==> config.mk <==
export PLATFORM = sky130hd
export DESIGN_NAME = bypass_iq
export DESIGN_NICKNAME = d
export VERILOG_FILES = /design/src/rtl/bypass_iq.sv
export SDC_FILE = /design/constraint.sdc
export NUM_CORES = 1
export LEC_CHECK = 0
export ABC_AREA = 1
export BUFFER_PORTS_ARGS = -buffer_cell sky130_fd_sc_hd__buf_2
export CAP_MARGIN = 20
export CORE_ASPECT_RATIO = 0.6
export CORE_MARGIN = 2
export CORE_UTILIZATION = 45
export CTS_BUF_LIST = sky130_fd_sc_hd__clkbuf_4
export DETAILED_ROUTE_END_ITERATION = 16
export GPL_TIMING_DRIVEN = 0
export PLACE_DENSITY = 0.65
export SYNTH_ARGS = -nofsm -noshare
export SYNTH_HDL_FRONTEND = slang
export SYNTH_SLANG_ARGS = --single-unit
==> constraint.sdc <==
create_clock -name clk -period 3.8 [get_ports clk]
set_input_delay 0.76 -clock clk [delete_from_list [all_inputs] [get_ports clk]]
set_output_delay 0.76 -clock clk [all_outputs]
set_load 0.03 [all_outputs]
==> src/rtl/bypass_iq.sv <==
module bypass_iq #(
  parameter int DEPTH   = 4,
  parameter int THREADS = 4,
  parameter int SEQ_W   = 8,
  parameter int FREE_W  = 3,
  parameter int STAT_W  = 16,
  localparam int TID_W  = (THREADS > 1) ? $clog2(THREADS) : 1,
  localparam int OCC_W  = $clog2(DEPTH + 1)
) (
  input  logic              clk,
  input  logic              rst_n,
  input  logic              cmd_valid,
  input  logic [2:0]        cmd_op,
  input  logic [TID_W-1:0]  cmd_tid,
  input  logic [SEQ_W-1:0]  cmd_seq,
  input  logic [THREADS-1:0] ds_blocked,
  input  logic [FREE_W-1:0] ds_free,
  input  logic              sq_valid,
  input  logic [TID_W-1:0]  sq_tid,
  input  logic [SEQ_W-1:0]  sq_seq,
  output logic              rsp_valid,
  output logic              rsp_ok,
  output logic              rsp_bypass,
  output logic              err_op,
  output logic [DEPTH-1:0]  flush_mask,
  output logic              head_valid,
  output logic [TID_W-1:0]  head_tid,
  output logic [SEQ_W-1:0]  head_seq,
  output logic [OCC_W-1:0]  count,
  output logic              q_empty,
  output logic              q_full,
  output logic [STAT_W-1:0] byp_count
);

  localparam logic [2:0] OP_DECIDE = 3'd0;
  localparam logic [2:0] OP_INSERT = 3'd1;
  localparam logic [2:0] OP_REMOVE = 3'd2;
  localparam logic [2:0] OP_POP    = 3'd3;

  logic [TID_W-1:0] tid_q [DEPTH];
  logic [SEQ_W-1:0] seq_q [DEPTH];
  logic [OCC_W-1:0] occ_q;

  logic [TID_W-1:0] tid_d [DEPTH];
  logic [SEQ_W-1:0] seq_d [DEPTH];
  logic [OCC_W-1:0] occ_d;

  logic [DEPTH-1:0] kill, rm_sel, keep;
  logic             rm_found, ins_ok;

  wire is_dec  = cmd_valid && (cmd_op == OP_DECIDE);
  wire is_ins  = cmd_valid && (cmd_op == OP_INSERT);
  wire is_rm   = cmd_valid && (cmd_op == OP_REMOVE);
  wire is_pop  = cmd_valid && (cmd_op == OP_POP);
  wire is_bad  = cmd_valid && cmd_op[2];
  wire do_pop  = is_pop && (occ_q != '0);
  wire grant   = (occ_q == '0) && !ds_blocked[cmd_tid] && (ds_free != '0);
  wire ins_hit = sq_valid && (cmd_tid == sq_tid) && (cmd_seq > sq_seq);

  always_comb begin
    kill     = '0;
    rm_sel   = '0;
    keep     = '0;
    rm_found = 1'b0;
    for (int i = 0; i < DEPTH; i++) begin
      if (i < int'(occ_q)) begin
        kill[i] = sq_valid && (tid_q[i] == sq_tid) && (seq_q[i] > sq_seq);
        if (is_rm && !rm_found && tid_q[i] == cmd_tid && seq_q[i] == cmd_seq) begin
          rm_sel[i] = 1'b1;
          rm_found  = 1'b1;
        end
        keep[i] = !kill[i] && !rm_sel[i] && !(do_pop && i == 0);
      end
    end
  end

  always_comb begin
    int w;
    w = 0;
    for (int i = 0; i < DEPTH; i++) begin
      tid_d[i] = tid_q[i];
      seq_d[i] = seq_q[i];
    end
    for (int i = 0; i < DEPTH; i++) begin
      if (keep[i]) begin
        tid_d[w] = tid_q[i];
        seq_d[w] = seq_q[i];
        w = w + 1;
      end
    end
    ins_ok = is_ins && !ins_hit && (w < DEPTH);
    if (ins_ok) begin
      tid_d[w] = cmd_tid;
      seq_d[w] = cmd_seq;
      w = w + 1;
    end
    occ_d = OCC_W'(w);
  end

  always_ff @(posedge clk) begin
    if (!rst_n) begin
      occ_q      <= '0;
      rsp_valid  <= 1'b0;
      rsp_ok     <= 1'b0;
      rsp_bypass <= 1'b0;
      err_op     <= 1'b0;
      flush_mask <= '0;
      byp_count  <= '0;
      for (int i = 0; i < DEPTH; i++) begin
        tid_q[i] <= '0;
        seq_q[i] <= '0;
      end
    end else begin
      occ_q <= occ_d;
      for (int i = 0; i < DEPTH; i++) begin
        tid_q[i] <= tid_d[i];
        seq_q[i] <= seq_d[i];
      end
      rsp_valid  <= cmd_valid && !cmd_op[2];
      rsp_bypass <= is_dec && grant;
      rsp_ok     <= (is_dec && grant) || ins_ok || (is_rm && rm_found) || do_pop;
      err_op     <= is_bad;
      flush_mask <= kill;
      if (is_dec && grant) byp_count <= byp_count + STAT_W'(1);
    end
  end

  assign count      = occ_q;
  assign q_empty    = (occ_q == '0);
  assign q_full     = (occ_q == OCC_W'(DEPTH));
  assign head_valid = !q_empty;
  assign head_tid   = tid_q[0];
  assign head_seq   = seq_q[0];

  a_r10_occ_bound: assert property (@(posedge clk) disable iff (!rst_n)
    count <= OCC_W'(DEPTH));

  a_r1_no_room_no_skip: assert property (@(posedge clk) disable iff (!rst_n)
    (is_dec && ds_free == '0) |=> (rsp_valid && !rsp_bypass));

  a_r2_busy_keeps_stat: assert property (@(posedge clk) disable iff (!rst_n)
    (is_dec && !q_empty) |=> ($stable(byp_count) && !rsp_bypass));

  a_r3_full_refuse: assert property (@(posedge clk) disable iff (!rst_n)
    (is_ins && q_full && !sq_valid) |=> (rsp_valid && !rsp_ok && q_full));

  a_r4_pop_shrinks: assert property (@(posedge clk) disable iff (!rst_n)
    (is_pop && !q_empty && !sq_valid) |=> (count == $past(count) - OCC_W'(1)));

  a_r6_head_not_younger: assert property (@(posedge clk) disable iff (!rst_n)
    sq_valid |=> !(head_valid && head_tid == $past(sq_tid) && head_seq > $past(sq_seq)));

  a_r9_illegal_flag: assert property (@(posedge clk) disable iff (!rst_n)
    is_bad |=> (err_op && !rsp_valid && $stable(count)));

endmodule

# Word-level counts from Yosys, hierarchy flattened
# Memories as Yosys holds them, arrays and structs flattened.
# Cells that the tools add are included.
# Widths: inputs -> output; s select.
dict set report classes {
  addsub 5
  n_lt_le_gt_ge 19
  n_eq_ne 17
  n_mux 68
  bitwise 12
  n_reduce_logical 70
}
# operator count
set op_table {}
lappend op_table {{$mux 32} 7}
lappend op_table {{$bwmux 32} 4}
lappend op_table {{$ge 32x3->1 const B} 4}
lappend op_table {{$lt 32x1->1 const B} 4}
lappend op_table {{$not 32->32} 4}
lappend op_table {{$add 32x2->32 const B} 3}
lappend op_table {{$mux 8} 12}
lappend op_table {{$demux 8 s2} 4}
lappend op_table {{$logic_and 1x1->1} 43}
lappend op_table {{$gt 8x8->1} 5}
lappend op_table {{$bwmux 8} 4}
lappend op_table {{$eq 8x8->1} 4}
lappend op_table {{$lt 32x4->1 const B} 1}
lappend op_table {{$mux 1} 23}
lappend op_table {{$eq 2x2->1} 9}
lappend op_table {{$add 16x1->16 const B} 1}
lappend op_table {{$demux 2 s2} 4}
lappend op_table {{$logic_not 1->1} 16}
lappend op_table {{$mux 2} 8}
lappend op_table {{$or 1x1->1} 8}
lappend op_table {{$reduce_and 2->1} 4}
lappend op_table {{$eq 3x2->1 const B} 2}
lappend op_table {{$logic_not 3->1} 2}
lappend op_table {{$lt 1x3->1 const A} 2}
lappend op_table {{9 further kinds} 13}
dict set report word_totals {
  reg_bits 27
  ramBits 40
  in_bits 34
  output_inout_bits 40
  elab_cells 203
  mem_count 2
}
# name depth word_bits read_ports rd_ports_with_merged_regs write_ports line_no
set mem_list {}
lappend mem_list {seq_q 4 8 4 0 4 41} ;# logic [SEQ_W-1:0] seq_q [DEPTH];
lappend mem_list {tid_q 4 2 4 0 4 40} ;# logic [TID_W-1:0] tid_q [DEPTH];

# Longest topological paths before layout
dict set report depth {
  ltp_word 36
  ltp_mapped 27
  depth_no_buf 25
}

# Worst setup path after synthesis
# OpenSTA, ideal clock, no wires.
dict set report synth_path {
  kind {input-to-reg}
  from {in sq_seq[7]}
  to {reg occ_q[2], in the netlist count[2]}
  setup_time_ps 110
  arrival_time_ps 3801
  required_ps 3690
  path_slack_ps -111
  path_stages 26
  n_path_buf 2
  path_cell_list {inv_1 ha_1 nand2_1 nor2_1 nand3_1 nand2_1 nor2_1 nand2_1 nand3_1 buf_2 inv_1 ha_1 inv_1 nand2_1 nand2_1 inv_1 ha_1 or2_2 nand2_1 inv_1 ha_1 nand4_4 buf_6 nand2_1 nand2_1 inv_1}
}
dict set report synth_via {
  elab_chain_len 16
  elab_cells_between_ends 36
  classes_between {add/sub (4); order compare (6); mux (9); reduce/logical (17)}
}
# element line_no
set synth_rtl {}
lappend synth_rtl {{from (decl)} 20} ;# input logic [SEQ_W-1:0] sq_seq,
lappend synth_rtl {{$gt 8x8->1} 67} ;# kill[i] = sq_valid && (tid_q[i] == sq_tid) && (seq_q[i] > sq_seq);
lappend synth_rtl {{$logic_and 1x1->1} 67}
lappend synth_rtl {{$logic_not 1->1} 72} ;# keep[i] = !kill[i] && !rm_sel[i] && !(do_pop && i == 0);
lappend synth_rtl {{$logic_and 1x1->1 (2 in a row)} 72}
lappend synth_rtl {{$mux 1} 66} ;# if (i < int'(occ_q)) begin
lappend synth_rtl {{$mux 1} 85} ;# if (keep[i]) begin
lappend synth_rtl {{$add 32x2->32} 88} ;# w = w + 1;
lappend synth_rtl {{$mux 32} 85}
lappend synth_rtl {{$add 32x2->32} 88}
lappend synth_rtl {{$mux 32} 85}
lappend synth_rtl {{$add 32x2->32} 88}
lappend synth_rtl {{$mux 32} 85}
lappend synth_rtl {{$lt 32x4->1} 91} ;# ins_ok = is_ins && !ins_hit && (w < DEPTH);
lappend synth_rtl {{$logic_and 1x1->1} 91}
lappend synth_rtl {{$mux 3 *} 92} ;# if (ins_ok) begin
lappend synth_rtl {{to (signal assigned)} 102} ;# occ_q <= '0;
lappend synth_rtl {{to (signal assigned)} 114} ;# occ_q <= occ_d;
lappend synth_rtl {{to (decl)} 42} ;# logic [OCC_W-1:0] occ_q;
# Every way passes the cells marked *; elsewhere a longest branch is shown, timed or not.
# A chain may end at the register's enable or synchronous reset.

==> metrics.csv <==
stage;metric;value;unit
placement;place.gp.congestion;0.999;
yosys;yosysTopAreaCell;dfxtp_1;
global_routing;grt_util_all_layers;30.9;%
yosys;netlist_area;6170;um2
yosys;async_flop_share;0;%
yosys;synth_cell_types;41;
timing;max_freq;0.267;GHz
cells_and_area;insertedDiodeCount;0;
clocking;h-tree-depth;3;
yosys;syn_avg_cell_area;6.16;um2
cells_and_area;fin_nets;1201;
floorplanning;dieArea;14700;um2
floorplanning;coreArea;13500;um2
timing;fin_skew;0.0152;ns
global_routing;grt_pass1_wl;34.0;mm
global_routing;grt_max_degree;12;
timing;worst_pin_slew;0.673;ns
yosys;syn_nets;1088;
timing;fin_ws;0.0503;ns
placement;hpwl;17.6;mm
min_path;min_path_type;primary input to flop;
critical_path;arrival;4.12;ns
power_and_ir_drop;power_frac_comb;24.2;%
cells_and_area;drive_gt1_share;21.0;%
clocking;root_buffer;clkbuf_4;
detailed_routing;drt_iter0_markers;942;
global_routing;grt_overflow;0;
cells_and_area;syn_to_final_growth;20.5;%
critical_path;critical_path.max_fanout;5;
detailed_routing;post-route-drc-count;0;
global_routing;antenna_found_initial;0;
yosys;synth-edff-count;0;
power_and_ir_drop;power.leakage;3.53;nW
yosys;yosys-top-cells-area;dfxtp_1, nand2_1, ha_1, nor2_1, nand4_1;
power_and_ir_drop;peakVddDrop;0.114;mV
clocking;cts_num_sinks;67;
timing;final-setup-viol-count;0;
critical_path;end_kind;flop;
clocking;cts_buffer_depth;2;
critical_path;required;4.17;ns
detailed_routing;first_pass_iters;5;
detailed_routing;wl;22.8;mm
status;status;complete, no violations;
detailed_routing;vias_per_cell;5.52;
yosys;synth.yosys.warnings;0;
detailed_routing;vias;7151;
timing;slew_violations;0;
floorplanning;rows;33;
floorplanning;num_io_pins;74;
critical_path;path_class;primary input to flop;
critical_path;critPathLaunchType;primary input;
power_and_ir_drop;p_int;1.12;mW
yosys;ys_ff_latch;67;
power_and_ir_drop;power.switching;0.566;mW
power_and_ir_drop;power.share.clock;32.8;%
floorplanning;start_util;45.6;%
power_and_ir_drop;powerDensity;227;nW/um2
detailed_routing;drtAntennaViolNets;0;
timing;tns;0;ns
clocking;cts_buffers;9;
yosys;synth.most_common_cell;nand2_1;
timing;layout_min_cycle_time;3.75;ns
placement;place_ws;-0.825;ns
yosys;netlist.area_leader.share;21.7;%
timing;finalCritPeriodShare;98.7;%
clocking;path_clk_slew;0.11;ns
floorplanning;die_w;155;um
clocking;tritoncts;built;
placement;place_area;6760;um2
clocking;insertion_delay;0.47;ns
cells_and_area;final_area;7430;um2
yosys;synth_cells;1002;
timing;max_slew_margin;55.2;%
power_and_ir_drop;seqPwrFrac;43.1;%
timing;finalHoldViolCount;0;
global_routing;grt_pass1_vias;5981;
flow_run;maxCapViolations;0;
placement;io_buffers;70;
floorplanning;fp.dieH;94.7;um
yosys;synth_common_cells;nand2_1, nor2_1, inv_1, nand4_1, dfxtp_1;
yosys;synth_seq_area_share;21.7;%
yosys;synthFlopType;dfxtp_1;
power_and_ir_drop;swShare;33.5;%
detailed_routing;routedWlPerCell;17.6;um
sequential cells by signal, summed over array words and instances (netlist names):
| register | cells |
|---|---|
| rsp_ok | 1 |
| seq_q | 32 |
| byp_count | 16 |
| tid_q | 8 |
| err_op | 1 |
| count | 3 |
| flush_mask | 4 |
| rsp_bypass | 1 |
| rsp_valid | 1 |
power by group through the flow:
stage          clock [mW]  combinational (mW)  sequential (mW)
2_1_floorplan           0               0.225            0.752
3_3_place_gp            0               0.346            0.741
3_5_place_dp            0               0.350            0.741
4_1_cts             0.557               0.372            0.725
5_1_grt             0.586               0.446            0.728
6_report            0.553               0.408            0.726
layer usage:
metal / up-vias / GRT usage, % / wire (um)
met1: 3259 / 48.8 / 11300
met3: 24 / 7.89 / 2770
met5: - / 0 / 0
met4: 0 / 6.35 / 245
met2: 375 / 40.8 / 8540
li1: 3493 / - / -
layout make-up:
type	count	area, um2
Multi-Input combinational cell	788	4380
Tap cell	175	219
Sequential cell	67	1340
Clock buffer	10	75.1
Inverter	101	412
Clock inverter	6	80.1
Timing Repair Buffer	103	621
Fill cell	1385	6110
Buffer	45	304
cells in the final DEF, fill, tap and decap left out, types with 17 or more instances in the layout:
cell and n:
inv_1 69, nand2_1 299, xnor2_1 22, nand4_1 73, nor2_1 132, nand3_1 56, o21ai_0 25, a21oi_1 35
clkbuf_1 17, inv_2 20, buf_4 41, buf_2 72, dfxtp_1 67, ha_1 44
through the flow:
stage / power, mW / std cells / utilization (%) / hold WS (ns)
floorplan: 0.977 / 1002 / - / 0.557
global placement: 1.09 / 1247 / 49.9 / 0.493
detailed placement: 1.09 / 1247 / 49.9 / 0.491
CTS: 1.65 / 1282 / 53.0 / 0.479
global route: 1.76 / 1295 / 54.9 / 0.471
finish: 1.69 / 1295 / 54.9 / 0.484
critical path, stage by stage:
cell and delay [ns]:
buf_2 0.10, clkinvlp_4 0.18, buf_6 0.17, buf_4 0.13, ha_4 0.25, nand4_1 0.14
nor3_2 0.30, nor2_2 0.09, a21oi_4 0.22, nand2_4 0.11, inv_4 0.07, buf_4 0.11
o21ai_4 0.07, inv_2 0.09, ha_4 0.20, or2_4 0.25, nand2_4 0.09, inv_2 0.04
ha_1 0.18, nand4_1 0.21, buf_6 0.16, nand3_1 0.06, nand2_1 0.07, nor2_1 0.04
path summary, 6_finish.rpt:
kind / end / cells past startpoint / slack, ns / startpoint
max: seq_q[2][4] / 24 / 0.05 / sq_seq[6]
min: rsp_valid / 2 / 0.48 / cmd_op[2]
max reg2reg: seq_q[2][4] / 22 / 0.31 / seq_q[2][2]
min reg2reg: byp_count[15] / 2 / 0.50 / byp_count[15]
cells by family (layout without fill, tap and decap cells):
group | after synthesis | in the layout | synth area share, %
AO/OA/AOI/OAI | 88 | 88 | 7.91
flip-flops | 67 | 67 | 21.7
buffers and inverters | 147 | 265 | 10.7
AND/OR/NAND/NOR | 624 | 624 | 45.8
adder cells (fa/ha/maj) | 52 | 52 | 10.5
XOR/XNOR | 24 | 24 | 3.41
repair_timing:
item	in CTS	in global routing
gates cloned	2	0
pin swaps	9	21
hold buffers	0	0
endpoints found under the setup margin	41	44
gates resized for setup	29	39
setup buffers	17	14
Note: power is estimated with default switching activity, not from simulation.
